$ cat src/rtl/sfce_pkg.sv
`timescale 1ns/1ps
package sfce_pkg;
  localparam int WORD_W     = 32;
  localparam int ADDR_BYTES = 3;
  localparam int RX_MAX     = WORD_W / 8;
  localparam int TX_MAX     = 1 + ADDR_BYTES + RX_MAX;
  localparam int CNT_W      = 4;
  localparam int SEL_W      = 2;
  localparam int SIZE_W     = 2;

  localparam logic [3:0] OFS_CTRL = 4'h0;
  localparam logic [3:0] OFS_CMD  = 4'h4;
  localparam logic [3:0] OFS_DATA = 4'h8;

  localparam int B_TX    = 0;
  localparam int B_RX    = 4;
  localparam int B_GO    = 8;
  localparam int B_BUSY  = 16;
  localparam int B_SIZE  = 17;
  localparam int B_DIV   = 24;

  typedef enum logic [1:0] {ST_IDLE, ST_RUN, ST_DONE} xfer_state_t;
endpackage

$ cat src/rtl/sfce_sck_div.sv
`timescale 1ns/1ps
module sfce_sck_div #(
  parameter int SEL_W = 2
) (
  input  logic             clk,
  input  logic             rst,
  input  logic             en,
  input  logic [SEL_W-1:0] sel,
  output logic             tick
);
  localparam int HC_W = ((1 << SEL_W) - 1) > 0 ? ((1 << SEL_W) - 1) : 1;

  logic [HC_W-1:0] cnt;
  logic [HC_W-1:0] half_m1;

  always_comb begin
    half_m1 = {HC_W{1'b1}} >> (HC_W - int'(sel));
    tick    = en && (cnt == half_m1);
  end

  always_ff @(posedge clk) begin
    if (rst || !en || tick) cnt <= '0;
    else                    cnt <= cnt + 1'b1;
  end
endmodule

$ cat src/rtl/sfce_shifter.sv
`timescale 1ns/1ps
module sfce_shifter
  import sfce_pkg::*;
(
  input  logic              clk,
  input  logic              rst,
  input  logic              go,
  input  logic [CNT_W-1:0]  go_tx,
  input  logic [CNT_W-1:0]  go_rx,
  input  logic [WORD_W-1:0] cmd_word,
  input  logic [WORD_W-1:0] data_word,
  input  logic              tick,
  output logic              running,
  output logic              busy,
  output logic              done,
  output logic [WORD_W-1:0] rx_word,
  output logic              sck,
  output logic              cs_n,
  output logic              mosi,
  input  logic              miso
);
  localparam int SR_W  = 8 * TX_MAX;
  localparam int BIT_W = $clog2(8 * (TX_MAX + RX_MAX) + 1);
  localparam int IDX_W = $clog2(RX_MAX);

  xfer_state_t       state;
  logic [SR_W-1:0]   tx_sh, load_v;
  logic [7:0]        rx_sh;
  logic [BIT_W-1:0]  bit_cnt, tx_bits, all_bits, bit_nxt;
  logic [IDX_W-1:0]  rx_idx;
  logic [CNT_W-1:0]  tx_eff, rx_eff;
  logic              in_rx;

  // command byte first, then address high to low
  assign load_v[SR_W-1 -: 8]  = cmd_word[7:0];
  genvar ab;
  generate
    for (ab = 0; ab < ADDR_BYTES; ab++) begin : g_addr
      assign load_v[SR_W-9-8*ab -: 8] = cmd_word[WORD_W-1-8*ab -: 8];
    end
    for (ab = 0; ab < RX_MAX; ab++) begin : g_data
      assign load_v[SR_W-9-8*ADDR_BYTES-8*ab -: 8] = data_word[8*ab +: 8];
    end
  endgenerate

  always_comb begin
    tx_eff  = (go_tx > CNT_W'(TX_MAX)) ? CNT_W'(TX_MAX) : go_tx;
    rx_eff  = (go_rx > CNT_W'(RX_MAX)) ? CNT_W'(RX_MAX) : go_rx;
    bit_nxt = bit_cnt + 1'b1;
    in_rx   = (bit_cnt >= tx_bits);
  end

  assign running = (state == ST_RUN);
  assign busy    = (state != ST_IDLE);
  assign done    = (state == ST_DONE);

  always_ff @(posedge clk) begin
    if (rst) begin
      state    <= ST_IDLE;
      cs_n     <= 1'b1;
      sck      <= 1'b0;
      mosi     <= 1'b0;
      tx_sh    <= '0;
      rx_sh    <= '0;
      rx_word  <= '0;
      bit_cnt  <= '0;
      tx_bits  <= '0;
      all_bits <= '0;
      rx_idx   <= '0;
    end else begin
      unique case (state)
        ST_IDLE: if (go) begin
          tx_sh    <= load_v;
          mosi     <= load_v[SR_W-1];
          cs_n     <= 1'b0;
          sck      <= 1'b0;
          bit_cnt  <= '0;
          rx_idx   <= '0;
          rx_word  <= '0;
          tx_bits  <= BIT_W'(8 * tx_eff);
          all_bits <= BIT_W'(8 * (tx_eff + rx_eff));
          state    <= ST_RUN;
        end
        ST_RUN: if (tick) begin
          if (!sck) begin
            sck <= 1'b1;
            if (in_rx) rx_sh <= {rx_sh[6:0], miso};
          end else begin
            sck     <= 1'b0;
            bit_cnt <= bit_nxt;
            tx_sh   <= tx_sh << 1;
            mosi    <= (bit_nxt < tx_bits) ? tx_sh[SR_W-2] : 1'b0;
            if (in_rx && bit_cnt[2:0] == 3'd7) begin
              rx_word[8*rx_idx +: 8] <= rx_sh;
              rx_idx <= rx_idx + 1'b1;
            end
            if (bit_nxt == all_bits) begin
              cs_n  <= 1'b1;
              mosi  <= 1'b0;
              state <= ST_DONE;
            end
          end
        end
        default: state <= ST_IDLE;
      endcase
    end
  end

  a_r6_select_held: assert property (@(posedge clk) disable iff (rst)
    (state == ST_RUN) |-> !cs_n);
  a_r5_clock_idles_low: assert property (@(posedge clk) disable iff (rst)
    cs_n |-> !sck);
  a_r5_data_steady_high: assert property (@(posedge clk) disable iff (rst)
    (sck && $past(sck)) |-> $stable(mosi));
endmodule

$ cat src/rtl/sfce_regs.sv
`timescale 1ns/1ps
module sfce_regs
  import sfce_pkg::*;
(
  input  logic              clk,
  input  logic              rst,
  input  logic [3:0]        reg_addr,
  input  logic              reg_wr,
  input  logic [WORD_W-1:0] reg_wdata,
  output logic [WORD_W-1:0] reg_rdata,
  input  logic              busy,
  input  logic              done,
  input  logic [WORD_W-1:0] rx_word,
  output logic              go,
  output logic [CNT_W-1:0]  go_tx,
  output logic [CNT_W-1:0]  go_rx,
  output logic [WORD_W-1:0] cmd_q,
  output logic [WORD_W-1:0] data_q,
  output logic [SEL_W-1:0]  div_q
);
  logic [CNT_W-1:0]  tx_q, rx_q;
  logic [SIZE_W-1:0] size_q;
  logic              wr_ok, wr_ctrl;

  always_comb begin
    wr_ok   = reg_wr && !busy;
    wr_ctrl = wr_ok && (reg_addr == OFS_CTRL);
    go      = wr_ctrl && reg_wdata[B_GO] && (reg_wdata[B_TX +: CNT_W] != '0);
    go_tx   = reg_wdata[B_TX +: CNT_W];
    go_rx   = reg_wdata[B_RX +: CNT_W];
  end

  always_ff @(posedge clk) begin
    if (rst) begin
      tx_q   <= '0;
      rx_q   <= '0;
      size_q <= '0;
      div_q  <= '0;
      cmd_q  <= '0;
      data_q <= '0;
    end else begin
      if (wr_ctrl) begin
        tx_q   <= reg_wdata[B_TX +: CNT_W];
        rx_q   <= reg_wdata[B_RX +: CNT_W];
        size_q <= reg_wdata[B_SIZE +: SIZE_W];
        div_q  <= reg_wdata[B_DIV +: SEL_W];
      end
      if (wr_ok && reg_addr == OFS_CMD)  cmd_q  <= reg_wdata;
      if (wr_ok && reg_addr == OFS_DATA) data_q <= reg_wdata;
      if (done && rx_q != '0)            data_q <= rx_word;
    end
  end

  always_ff @(posedge clk) begin
    if (rst) reg_rdata <= '0;
    else begin
      unique case (reg_addr)
        OFS_CTRL: reg_rdata <= {6'b0, div_q, 5'b0, size_q, busy, 8'b0, rx_q, tx_q};
        OFS_CMD:  reg_rdata <= cmd_q;
        OFS_DATA: reg_rdata <= data_q;
        default:  reg_rdata <= '0;
      endcase
    end
  end

  a_r8_locked_while_busy: assert property (@(posedge clk) disable iff (rst)
    (busy && reg_wr) |=> ($stable(cmd_q) && $stable(tx_q) && $stable(div_q)));
  a_r7_busy_after_go: assert property (@(posedge clk) disable iff (rst)
    go |=> busy);
  a_r9_zero_count_idle: assert property (@(posedge clk) disable iff (rst)
    (reg_wr && !busy && reg_addr == OFS_CTRL && reg_wdata[B_GO]
     && reg_wdata[B_TX +: CNT_W] == '0) |=> !busy);
endmodule

$ cat src/rtl/sflash_cmd_engine.sv
`timescale 1ns/1ps
module sflash_cmd_engine
  import sfce_pkg::*;
(
  input  logic        clk,
  input  logic        rst,
  input  logic [3:0]  reg_addr,
  input  logic        reg_wr,
  input  logic [31:0] reg_wdata,
  output logic [31:0] reg_rdata,
  output logic        spi_sck,
  output logic        spi_cs_n,
  output logic        spi_mosi,
  input  logic        spi_miso
);
  logic              go, busy, done, running, tick;
  logic [CNT_W-1:0]  go_tx, go_rx;
  logic [WORD_W-1:0] cmd_q, data_q, rx_word;
  logic [SEL_W-1:0]  div_q;

  sfce_regs u_regs (
    .clk(clk), .rst(rst), .reg_addr(reg_addr), .reg_wr(reg_wr),
    .reg_wdata(reg_wdata), .reg_rdata(reg_rdata), .busy(busy), .done(done),
    .rx_word(rx_word), .go(go), .go_tx(go_tx), .go_rx(go_rx),
    .cmd_q(cmd_q), .data_q(data_q), .div_q(div_q)
  );

  sfce_sck_div #(.SEL_W(SEL_W)) u_div (
    .clk(clk), .rst(rst), .en(running), .sel(div_q), .tick(tick)
  );

  sfce_shifter u_shift (
    .clk(clk), .rst(rst), .go(go), .go_tx(go_tx), .go_rx(go_rx),
    .cmd_word(cmd_q), .data_word(data_q), .tick(tick), .running(running),
    .busy(busy), .done(done), .rx_word(rx_word), .sck(spi_sck),
    .cs_n(spi_cs_n), .mosi(spi_mosi), .miso(spi_miso)
  );

  a_r7_busy_covers_select: assert property (@(posedge clk) disable iff (rst)
    !spi_cs_n |-> busy);
endmodule

$ cat config.mk
export PLATFORM = sky130hd
export DESIGN_NAME = sflash_cmd_engine
export DESIGN_NICKNAME = d
export VERILOG_FILES = /design/src/rtl/sfce_pkg.sv /design/src/rtl/sfce_sck_div.sv /design/src/rtl/sfce_shifter.sv /design/src/rtl/sfce_regs.sv /design/src/rtl/sflash_cmd_engine.sv
export SDC_FILE = /design/constraint.sdc
export NUM_CORES = 1
export LEC_CHECK = 0
export BUFFER_PORTS_ARGS = -buffer_cell sky130_fd_sc_hd__buf_4
export CORE_MARGIN = 8
export CORE_UTILIZATION = 39
export CTS_CLUSTER_DIAMETER = 30
export DETAILED_ROUTE_END_ITERATION = 7
export GPL_TIMING_DRIVEN = 0
export PLACE_DENSITY_LB_ADDON = 0.1
export SETUP_SLACK_MARGIN = 0.2
export SKIP_LAST_GASP = 1
export SLEW_MARGIN = 40
export SYNTH_ARGS = -nofsm -noshare
export SYNTH_HDL_FRONTEND = slang
export SYNTH_SLANG_ARGS = --single-unit
$ cat constraint.sdc
create_clock -name clk -period 3.9 [get_ports clk]
set_clock_uncertainty 0.2 [all_clocks]
set_input_delay 0.78 -clock clk [delete_from_list [all_inputs] [get_ports clk]]
set_output_delay 0.78 -clock clk [all_outputs]
set_load 0.02 [all_outputs]
## Yosys cells after proc, flatten, opt, wreduce, memory -nomap -nowiden

Index checks and enable logic that the tools add are counted.

| word-level totals | value |
|---|---|
| word-level logic and storage cells | 115 |
| input port bits | 40 |
| register bits after elaboration | 236 |
| output and inout port bits | 35 |

| operators by class | value |
|---|---|
| order comparisons | 4 |
| bitwise logic cells | 1 |
| equal/unequal tests | 12 |
| multiplexer cells | 43 |
| add/sub/neg operators | 6 |
| reduce and logical (&&, ||, !) cells | 27 |
| shift-type cells | 3 |

Operator list:

| operator | count |
|---|---|
| $mux 32 | 6 |
| $mux 63 | 3 |
| $pmux 63 s2 | 1 |
| $pmux 32 s3 | 1 |
| $pmux 32 s2 | 1 |
| $neg 5->34 | 1 |
| $shift 8x34->32 const A | 1 |
| $shiftx 8x34->32 | 1 |
| $bwmux 32 | 1 |
| $shr 3x32->3 const A | 1 |
| $mux 7 | 3 |
| $mux 2 | 8 |
| $pmux 7 s2 | 1 |
| $reduce_and 4->1 | 3 |
| $mux 1 | 11 |
| $reduce_and 5->1 | 2 |
| $logic_and 1x1->1 | 9 |
| $mux 4 | 2 |
| $pmux 2 s2 | 2 |
| $reduce_bool 4->1 | 2 |
| $add 7x1->7 const B | 1 |
| $eq 7x7->1 | 1 |
| $ge 7x7->1 | 1 |
| $lt 7x7->1 | 1 |
| 23 further kinds | 32 |

## Logic depth before layout (Yosys ltp)

Gate-level depths: netlist of run 1.

| logic depth | value |
|---|---|
| depth after elaboration | 8 |
| depth in mapped cells | 10 |
| mapped depth without buffers | 9 |

## Cells and area by module

A second synthesis of run 1 with hierarchy kept.

| unflattened totals | value |
|---|---|
| cell total of the unflattened synthesis | 1266 |
| area total of the unflattened synthesis | 10905.5 µm² |

Modules (own cells, without submodules):

| module | sequential area each (µm²) | times used | cells an instance | area an instance (µm²) |
|---|---|---|---|---|
| sfce_shifter | 2502.4 | 1 | 728 | 5941.9 |
| sfce_regs | 2162.1 | 1 | 522 | 4792.1 |
| sfce_sck_div | 60.1 | 1 | 16 | 171.4 |

## Worst setup path before layout of run 1

No wires, ideal clock.

| timing | value |
|---|---|
| path kind | input to register |
| start | input port reg_addr[3] |
| end | register u_shift.rx_sh[0] |
| setup slack | 1.052 ns |
| arrival | 2.520 ns |
| required time | 3.572 ns |
| library setup time | 0.128 ns |
| cell stages on the path | 7 |
| buffers on the path | 1 |
| path through | nor4_4 > and2_2 > nand3_2 > buf_6 > a2111oi_4 > mux2i_1 > nor2_1 |

RTL lines:

| element | RTL line | text |
|---|---|---|
| start, declared | sflash_cmd_engine.sv:7 | `input logic [3:0] reg_addr,` |
| end signal, assigned | sfce_shifter.sv:87 | `if (in_rx) rx_sh <= {rx_sh[6:0], miso};` |
| end, declared | sfce_shifter.sv:28 | `logic [7:0] rx_sh;` |

## Worst setup path in the final report of run 1

| timing | value |
|---|---|
| start | register u_shift.state[1] |
| end | register u_shift.tx_sh[37] |

| between the ends | value |
|---|---|
| word-level cells in the longest chain between the ends | 8 |
| elaborated cells between the ends (all ways) | 15 |
| those cells by class | eq/ne (4); mux (1); reduce/logical (10) |

Ends and longest elaborated chain:

| element | RTL line | text |
|---|---|---|
| start, declared | sfce_shifter.sv:26 | `xfer_state_t state;` |
| start signal, assigned | sfce_shifter.sv:59 | `state <= ST_IDLE;` |
| start signal, assigned | sfce_shifter.sv:82 | `state <= ST_RUN;` |
| start signal, assigned | sfce_shifter.sv:100 | `state <= ST_DONE;` |
| $reduce_bool 2->1 | sfce_shifter.sv:54 | `assign busy = (state != ST_IDLE);` |
| $logic_not 1->1 | sfce_regs.sv:26 | `wr_ok = reg_wr && !busy;` |
| $logic_and 1x1->1 | sfce_regs.sv:26 |  |
| $logic_and 1x1->1 | sfce_regs.sv:27 | `wr_ctrl = wr_ok && (reg_addr == OFS_CTRL);` |
| $logic_and 1x1->1 (2 in series) | sfce_regs.sv:28 | `go = wr_ctrl && reg_wdata[B_GO] && (reg_wdata[B_TX +: CNT_W] != '0);` |
| $ne 2x2->1 (no line) | n/a |  |
| $reduce_and 4->1 (no line) | n/a |  |
| end signal, assigned | sfce_shifter.sv:73 | `tx_sh <= load_v;` |
| end signal, assigned | sfce_shifter.sv:91 | `tx_sh <= tx_sh << 1;` |
| end, declared | sfce_shifter.sv:27 | `logic [SR_W-1:0] tx_sh, load_v;` |

Parallel ways exist; a longest one is shown, timed or not.
A chain may end at the register's enable or synchronous reset.

==> results of run 1 <==
kinds of logic (layout without fill, tap and decap cells):
group	count (synthesis)	in the layout	share of synthesized area
simple gates	551	551	0.242
compound gates	260	260	0.196
flops	236	236	0.470
buf+inv	116	293	0.0468
fa+ha+maj	19	19	0.0244
mux	10	10	0.0101
xor+xnor	9	9	0.0107
power groups by stage:
stage          clock network, mW  logic [mW]  registers [mW]
2_1_floorplan                  0       0.115            2.49
3_3_place_gp                   0       0.222            2.50
3_5_place_dp                   0       0.224            2.50
4_1_cts                     4.81       0.225            2.46
5_1_grt                     4.95       0.243            2.46
6_report                    4.77       0.227            2.46
critical path, delay by kind of cell, from the launching register on:
family                 cells  cell delay, ns
AO/OA/AOI/OAI              2            0.77
buffers and inverters      5            1.54
flip-flops                 1            0.29
AND/OR/NAND/NOR            2            0.33
flip-flops by register name, indices dropped and copies added (netlist names), 7 cells and up:
register,cells
u_regs.data_q,32
u_shift.bit_cnt,7
u_regs.reg_rdata,32
u_shift.rx_sh,8
u_shift.rx_word,32
u_regs.cmd_q,32
u_shift.tx_sh,63
through the flow:
stage          setup slack (ns)  hold slack (ns)  utilization  power [mW]
2_1_floorplan              1.05            0.232            -        2.61
3_3_place_gp              0.126            0.241        0.436        2.72
3_5_place_dp              0.393            0.250        0.436        2.73
4_1_cts                   0.557            0.258        0.514        7.50
5_1_grt                   0.459            0.272        0.514        7.65
6_report                  0.599            0.257        0.514        7.45
layout by cell type, fill, tap and decap left out, types with 3 or more instances in the layout:
| cell type | Yosys | layout |
|---|---|---|
| a211oi_1 | 4 | 4 |
| a21oi_1 | 65 | 65 |
| a222oi_1 | 12 | 12 |
| a22oi_1 | 22 | 22 |
| a311oi_1 | 96 | 96 |
| and2_1 | 6 | 6 |
| and3_1 | 3 | 3 |
| buf_1 | 4 | 4 |
| buf_2 | 19 | 20 |
| buf_4 | 1 | 75 |
| bufinv_16 | 0 | 9 |
| clkbuf_1 | 77 | 80 |
| clkbuf_16 | 0 | 56 |
| clkbuf_8 | 0 | 7 |
| clkinv_2 | 0 | 17 |
| clkinvlp_4 | 0 | 7 |
| dfxtp_1 | 236 | 236 |
| ha_1 | 18 | 18 |
| inv_1 | 14 | 14 |
| mux2i_1 | 9 | 9 |
| nand2_1 | 277 | 277 |
| nand2b_1 | 12 | 12 |
| nand3_1 | 37 | 37 |
| nand3b_1 | 33 | 33 |
| nor2_1 | 147 | 147 |
| nor2b_1 | 5 | 5 |
| nor3_1 | 6 | 6 |
| o21ai_0 | 7 | 7 |
| o22ai_1 | 4 | 4 |
| o31ai_1 | 33 | 33 |
| or4_1 | 4 | 4 |
| xnor2_1 | 5 | 5 |
metal layers:
layer	vias up	global-route usage	wire, µm
met5	-	0	0
met3	65	0.0385	2150
met2	316	0.348	15900
met4	0	0.0637	813
met1	4539	0.300	16100
li1	4554	-	-
how the worst max path moves through the flow:
stage / start / endpoint / cells after the start
2_1_floorplan: reg_addr[3] / u_shift.rx_sh[0] / 7
3_3_place_gp: reg_addr[3] / u_regs.cmd_q[5] / 7
3_5_place_dp: reg_addr[3] / u_shift.rx_sh[6] / 8
4_1_cts: u_shift.bit_cnt[3] / u_shift.rx_word[9] / 10
5_1_grt: u_regs.div_q[1] / u_shift.tx_sh[31] / 8
6_report: u_shift.state[1] / u_shift.tx_sh[37] / 9
final cells by class:
type / count / share of cell area
buffer: 102 / 0.0322
multi-input combinational: 849 / 0.375
clock inverter: 36 / 0.0340
tap: 330 / 0.0318
sequential: 236 / 0.364
inverter: 14 / 0.00405
clock buffer: 66 / 0.116
timing repair buffer: 75 / 0.0432
==> run metrics, run 1 <==
most frequent cell after synthesis=nand2_1; crit path cell chain=buf_2 > nand2b_1 > clkbuf_1 > a2111oi_4 > nand2b_1 > buf_2 > buf_2 > buf_2 > a311oi_1; first-pass GRT wire length=53.7 mm; synth top area cells=dfxtp_1 47%, nand2_1 10%, a311oi_1 8.4%; Routed WL per cell=20.5 µm; Distinct cells, synth=59; Worst EP required=4.11 ns; fmax=303 MHz; Worst Hold Class=reg2reg; Hold Path Depth=2; maximum clock path buffer count=3; Rows=58; Netlist Area Pre-Place=10,000 µm²; yosys warns=0; H-tree Lvls=2; vias in the first global route=9,155; post-cts sizing count=0; fillers=2,440; final setup fails=0; final net count=1,393; critical path's slowest cell=a2111oi_4; Fin Setup TNS=0 ns; area of the multi-input gates=4870 µm²; final cell count without fillers=1,708; Tcrit/Tclk final=0.846; CTS clock-pin slew for the worst setup and hold paths=0.05 ns; via count=9,474; Antenna Violating Nets Remaining=0; VDD IR max=0.393 mV; total placed instance area=11,000 µm²; share of cells above drive strength 1=0.150; via/cell ratio=5.55; GR Overflow Total=0; R2R Setup Slk=0.60 ns; final wirelength=35.0 mm; core area=25,300 µm²; Syn Inst Count=1,201; internal power=5.84 mW; Die Span X=177 µm; switch share=0.217; DRC viols=0; register area share after synthesis=0.470; Net Count, Synth=1,260; number of DRC markers in iteration 0=825; number of synthesized flops with an enable pin=0; type of origin of the critical path=flop; area delta synth->final=29.2%; Worst path max stage delay=0.64 ns; critical path type=reg2reg; die area=31,200 µm²; Crit. End Element=flop; static leakage=4.43 nW; Hold Buf Count CTS=0; total CTS buffers=56; RSZ-0062 raised after global routing=false; die height=177 µm; hpwl dp=25.0 mm; Post-CTS Setup Bufs=0; gr usage total=0.219; clk root buf=clkbuf_16; crit path time final=3.30 ns; Starting Density=0.398; final hold violations=0; Synth area leader=dfxtp_1; Synth Register Bits=236; Critical R2R Launch=u_shift.state[1]; Net Sw Power=1.62 mW; hold wc startpoint=u_shift.tx_bits[5]; Crit Reg-Reg Endpoint=u_shift.tx_sh[37]; Post-Syn Area per Cell=8.37 µm²; Sequential Area=4720 µm²; initial antenna violation count=0; Slew @ Worst Pin=0.870 ns; Clk pwr share=0.640; largest net degree at the start of global routing=15; clk sinks=236; top cell type's share of synthesized area=0.470; Synth top cells by count=277 x nand2_1, 236 x dfxtp_1, 147 x nor2_1, 96 x a311oi_1, 77 x clkbuf_1; TritonRoute pass-1 iters=6; Slew Limit Fails=0; worst path arrival time=3.51 ns; latest clock arrival within the worst-skew pair=0.55 ns; Final Instance Area=13,000 µm²; max cap viols=0; worst rel slew slack=0.420; Inst Count DP=1,605; number of port buffers=73; Primary FF master, synth=dfxtp_1; Pwr Density=574 nW/µm²; share of synthesized registers carrying an async set or reset=0; crit path max fanout=10; CTS tree=yes; hold endpoint=u_shift.tx_bits[5]; boundary pin count=75; Comb power frac=0.030; GP Congestion=0.860; Worst Reg-to-Reg Cells=9; Seq pwr share=0.330; CP dominant cell by count=buf_2; run status=finished clean; n_diodes=0
No activity file was read; power rests on OpenSTA's default activity.
==> run 2, diff against run 1 <==
==> constraint.sdc (replaced) <==
create_clock -name clk -period 3.15 [get_ports clk]
set_clock_uncertainty 0.2 [all_clocks]
set_input_delay 0.63 -clock clk [delete_from_list [all_inputs] [get_ports clk]]
set_output_delay 0.63 -clock clk [all_outputs]
set_load 0.02 [all_outputs]
==> run metrics, run 2 (synthesized netlist as in run 1, its figures left out) <==
worst rel slew slack=0.409 (-0.0111); GP Congestion=0.860 (unchanged); type of origin of the critical path=flop; critical path's slowest cell=a2111oi_4; Starting Density=0.398 (unchanged); total CTS buffers=56 (unchanged); hpwl dp=25.0 mm (unchanged); Worst Setup SP=u_regs.div_q[0]; number of port buffers=73 (unchanged); run status=finished clean; Total Power=9.24 mW (+24%); initial antenna violation count=0 (unchanged); first-pass GRT wire length=53.8 mm (about the same); Die Span X=177 µm (unchanged); Crit Reg-Reg Endpoint=u_shift.tx_sh[31]; final cell count without fillers=1,709 (+0.059%); commonest non-fill, non-tap cell in the layout=nand2_1; largest net degree at the start of global routing=15 (unchanged); via count=9,461 (-0.14%); n_diodes=0 (unchanged); CP dominant cell by count=clkbuf_4; most frequent cells in the layout=277 x nand2_1, 236 x dfxtp_1, 147 x nor2_1; Worst EP required=3.36 ns (-0.75 ns); via/cell ratio=5.54 (-0.20%); final hold violations=0 (unchanged); Fin Setup TNS=0 ns (unchanged); setup slack after layout=0.321 ns (-0.278 ns); Worst path max stage delay=0.37 ns (-0.27 ns); boundary pin count=75 (unchanged); gr usage total=0.219 (about the same); Tcrit/Tclk final=0.898 (+0.0517); area delta synth->final=30.1%; clk root buf=clkbuf_16; die height=177 µm (unchanged); CTS clock-pin slew for the worst setup and hold paths=0.05 ns (about the same); final setup fails=0 (unchanged); Critical Path End=u_shift.tx_sh[31]; Rows=58 (unchanged); Slew @ Worst Pin=0.886 ns (+0.0167 ns); Pwr Density=707 nW/µm² (+23%); core area=25,300 µm² (unchanged); Antenna Violating Nets Remaining=0 (unchanged); static leakage=4.45 nW (+0.51%); pre-CTS WS=-0.207 ns (-0.600 ns); die area=31,200 µm² (unchanged); maximum clock path buffer count=3 (unchanged); number of DRC markers in iteration 0=749 (-9.2%); final net count=1,394 (+0.072%); Routed WL per cell=20.5 µm (about the same); CTS tree=yes; worst path arrival time=3.04 ns (-0.47 ns); latest clock arrival within the worst-skew pair=0.56 ns (about the same); Inst Count DP=1,605 (unchanged); H-tree Lvls=2 (unchanged); crit path max fanout=10 (unchanged); vias in the first global route=9,175 (+0.22%); GR Overflow Total=0 (unchanged); Worst Reg-to-Reg Cells=9 (unchanged); Slew Limit Fails=0 (unchanged); DRC viols=0 (unchanged); Critical R2R Launch=u_regs.div_q[0]; final wirelength=35.0 mm (about the same); Hold Buf Count CTS=0 (unchanged); share of cells above drive strength 1=0.157 (+0.00714); RSZ-0062 raised after global routing=true; fmax=354 MHz (+17%); crit path time final=2.83 ns (-0.472 ns); VDD IR max=0.488 mV (+24%); clk sinks=236 (unchanged); crit path cell chain=buf_2 > or3b_1 > a21o_1 > a2111oi_4 > nand2b_1 > clkbuf_4 > buf_4 > clkbuf_4 > a311oi_1; fin util=0.518 (+0.00342); critical path type=reg2reg; Crit. End Element=flop; max cap viols=0 (unchanged); TritonRoute pass-1 iters=6 (unchanged); largest register by flop count=u_shift.tx_sh; Worst Hold Class=in2reg; R2R Setup Slk=0.32 ns (-0.28 ns); Largest register FFs=63 (unchanged)
[run 2: cell types whose count changed in the layout (fill, tap and decap cells not counted)]
| cell | previous run | this run |
|---|---|---|
| clkbuf_1 | 80 | 76 |
| o311ai_4 | 0 | 1 |
| nor3_1 | 6 | 5 |
| nor3_2 | 0 | 1 |
| o22ai_2 | 0 | 4 |
| buf_6 | 1 | 2 |
| o311ai_2 | 1 | 0 |
| clkbuf_2 | 0 | 4 |
| clkbuf_4 | 0 | 6 |
| o22ai_1 | 4 | 0 |
| buf_12 | 0 | 1 |
| buf_2 | 20 | 13 |
[run 2: repair_timing]
| item | 4_1_cts | 5_1_grt |
|---|---|---|
| endpoints found under the setup margin | 105 | 99 |
| setup buffers | 2 | 0 |
| pin swaps | 2 | 0 |
| gates resized for setup | 6 | 15 |
| hold endpoints to repair | 0 | 0 |
[run 2: routing by layer]
metal,part of all wire,GRT usage,up-vias
met5,0,0,-
met4,0.021,0.0641,0
met3,0.060,0.0385,60
met2,0.46,0.349,323
met1,0.46,0.300,4535
li1,-,-,4543
[run 2: worst min path at each step]
| stage | start | cells after the start | slack (ns) | end |
|---|---|---|---|---|
| floorplan | u_shift.all_bits[6] | 2 | 0.23 | u_shift.all_bits[6] |
| global placement | u_regs.tx_q[1] | 2 | 0.24 | u_regs.tx_q[1] |
| detailed placement | u_regs.tx_q[1] | 2 | 0.25 | u_regs.tx_q[1] |
| CTS | spi_miso | 3 | 0.12 | u_shift.rx_sh[0] |
| global route | reg_wdata[11] | 3 | 0.14 | u_regs.cmd_q[11] |
| finish | spi_miso | 3 | 0.13 | u_shift.rx_sh[0] |
[run 2: final cells by class]
class                   instances  area [µm²]
repair buffers                 76         584
fillers                      2437       12200
inverters                      14        52.6
clock buffers                  66        1510
plain buffers                 102         440
well taps                     330         413
clock inverters                36         442
multi-input cells             849        4910
flip-flops and latches        236        4720
[run 2: stage by stage]
step	hold slack [ns]	area, µm²
final	0.133	13100
after global routing	0.139	13100
after global placement	0.241	11000
after CTS	0.119	13000
after detailed placement	0.250	11000
after floorplan	0.232	10000
[run 2: worst max-delay path, delay by kind of cell, from the launching register on]
kind | cells | cell delay [ns]
buffers and inverters | 4 | 0.97
AOI/OAI and AO/OA | 3 | 0.69
and+or+nand+nor | 2 | 0.52
DFF | 1 | 0.29
[run 2: power by group]
part           switching (mW)  total, mW  internal [mW]
combinational           0.190      0.283         0.0933
clock                    1.80       5.91           4.11
sequential             0.0216       3.04           3.02
total                    2.01       9.24           7.23
==> run 3, diff against run 2 <==
==> constraint.sdc (replaced) <==
create_clock -name clk -period 2.9 [get_ports clk]
set_clock_uncertainty 0.2 [all_clocks]
set_input_delay 0.58 -clock clk [delete_from_list [all_inputs] [get_ports clk]]
set_output_delay 0.58 -clock clk [all_outputs]
set_load 0.02 [all_outputs]
==> run metrics, run 3 (synthesized netlist as in run 1, its figures left out) <==
clk sinks=236 (unchanged); area delta synth->final=30.4%; Worst EP required=3.10 ns (-0.26 ns); run status=finished clean; fin util=0.519 (+0.00114); initial antenna violation count=0 (unchanged); critical path's top delay family=buffers and inverters; worst path arrival time=2.87 ns (-0.17 ns); final hold violations=0 (unchanged); max cap viols=0 (unchanged); via count=9,565 (+1.1%); final net count=1,403 (+0.65%); VDD IR max=0.468 mV (-4.2%); Pwr Density=741 nW/µm² (+4.9%); critical path type=reg2reg; RSZ-0062 raised after global routing=true; largest net degree at the start of global routing=15 (unchanged); Fin Setup TNS=0 ns (unchanged); latest clock arrival within the worst-skew pair=0.55 ns (about the same); Tcrit/Tclk final=0.920 (+0.0215); first-pass GRT wire length=53.1 mm (-1.3%); Crit. End Element=flop; via/cell ratio=5.57 (+0.69%); GP Congestion=0.853 (-0.78%); CTS clock-pin slew for the worst setup and hold paths=0.04 ns (about the same); final wirelength=35.0 mm (-0.13%); CP dominant cell by count=buf_4; Worst path max stage delay=0.39 ns (+0.02 ns); crit path time final=2.67 ns (-0.162 ns); hpwl dp=25.2 mm (+1.0%); fmax=375 MHz (+6.1%); Antenna Violating Nets Remaining=0 (unchanged); pre-CTS WS=-0.394 ns (-0.187 ns); Rows=58 (unchanged); largest register by flop count=u_shift.tx_sh; Slew Limit Fails=0 (unchanged); number of DRC markers in iteration 0=795 (+6.1%); crit path max fanout=10 (unchanged); number of port buffers=73 (unchanged); CTS tree=yes; Routed WL per cell=20.4 µm (-0.53%); type of origin of the critical path=flop; clk root buf=clkbuf_16; share of cells above drive strength 1=0.162 (+0.00426); Hold Buf Count CTS=0 (unchanged); boundary pin count=75 (unchanged); Total Power=9.71 mW (+5.2%); vias in the first global route=9,166 (-0.098%); CP Buf/Inv Count=4 (unchanged); Worst Hold Class=in2reg; Starting Density=0.398 (unchanged); most frequent cells in the layout=277 x nand2_1, 235 x dfxtp_1, 147 x nor2_1; static leakage=4.48 nW (+0.57%); TritonRoute pass-1 iters=6 (unchanged); setup slack after layout=0.233 ns (-0.0879 ns); worst rel slew slack=0.511 (+0.102); commonest non-fill, non-tap cell in the layout=nand2_1; die area=31,200 µm² (unchanged); Largest register FFs=63 (unchanged); maximum clock path buffer count=3 (unchanged); Slew @ Worst Pin=0.723 ns (-0.164 ns); crit path cell chain=buf_6 > or3b_1 > a21o_1 > a2111oi_4 > nand2b_1 > buf_4 > buf_4 > buf_4 > a311oi_1; H-tree Lvls=2 (unchanged); gr usage total=0.218 (-0.00175); final setup fails=0 (unchanged); core area=25,300 µm² (unchanged); critical path's slowest cell=a2111oi_4; total CTS buffers=56 (unchanged); n_diodes=0 (unchanged); GR Overflow Total=0 (unchanged); DRC viols=0 (unchanged); die height=177 µm (unchanged); Die Span X=177 µm (unchanged)
run 3: cell count changes in the layout (fill, tap and decap cells not counted), moves of 4 or more:
| cell | delta |
|---|---|
| clkbuf_8 | +6 |
| bufinv_16 | -6 |
| clkbuf_2 | +4 |
| clkinvlp_4 | -4 |
| buf_4 | +12 |
| clkinv_2 | -9 |
run 3: power by group:
group | internal, mW | switching (mW)
Clock | 4.20 | 1.90
Combinational | 0.105 | 0.206
Sequential | 3.28 | 0.0239
Total | 7.58 | 2.13
run 3: metrics by stage:
step / std cells / area [µm²] / hold slack [ns]
2_1_floorplan: 1201 / 10000 / 0.232
3_3_place_gp: 1604 / 11000 / 0.241
3_5_place_dp: 1605 / 11000 / 0.246
4_1_cts: 1710 / 13000 / 0.0575
5_1_grt: 1716 / 13100 / 0.0792
6_report: 1716 / 13100 / 0.0707
run 3: final timing paths:
check | start | end | slack [ns] | cells after the start
min | spi_miso | u_shift.rx_sh[0] | 0.07 | 3
max reg2reg | u_regs.div_q[0] | u_shift.tx_sh[44] | 0.23 | 9
max | u_regs.div_q[0] | u_shift.tx_sh[44] | 0.23 | 9
min reg2reg | u_regs.tx_q[2] | u_regs.tx_q[2] | 0.25 | 2
run 3: worst min-delay path, cell delays in order:
cell and delay, ns:
buf_4 0.08, mux2i_1 0.06, nor2_1 0.07
run 3: metal layers:
metal	global-route usage	routed length, µm
met5	0	0
met1	0.287	15300
met2	0.348	16000
met4	0.0785	1040
met3	0.0436	2620
run 3: layout make-up:
class | count | area (µm²)
Clock buffer | 81 | 1670
Inverter | 14 | 52.6
Fill cell | 2412 | 12200
Clock inverter | 19 | 204
Timing Repair Buffer | 85 | 648
Multi-Input combinational cell | 849 | 4920
Sequential cell | 236 | 4730
Buffer | 102 | 472
Tap cell | 330 | 413
run 3: timing repair:
action                     CTS  global route
gates cloned                 0             0
gates resized for setup     15            25
buffers inserted             5             6
setup endpoints to repair  115           103
pin swaps                    5             6
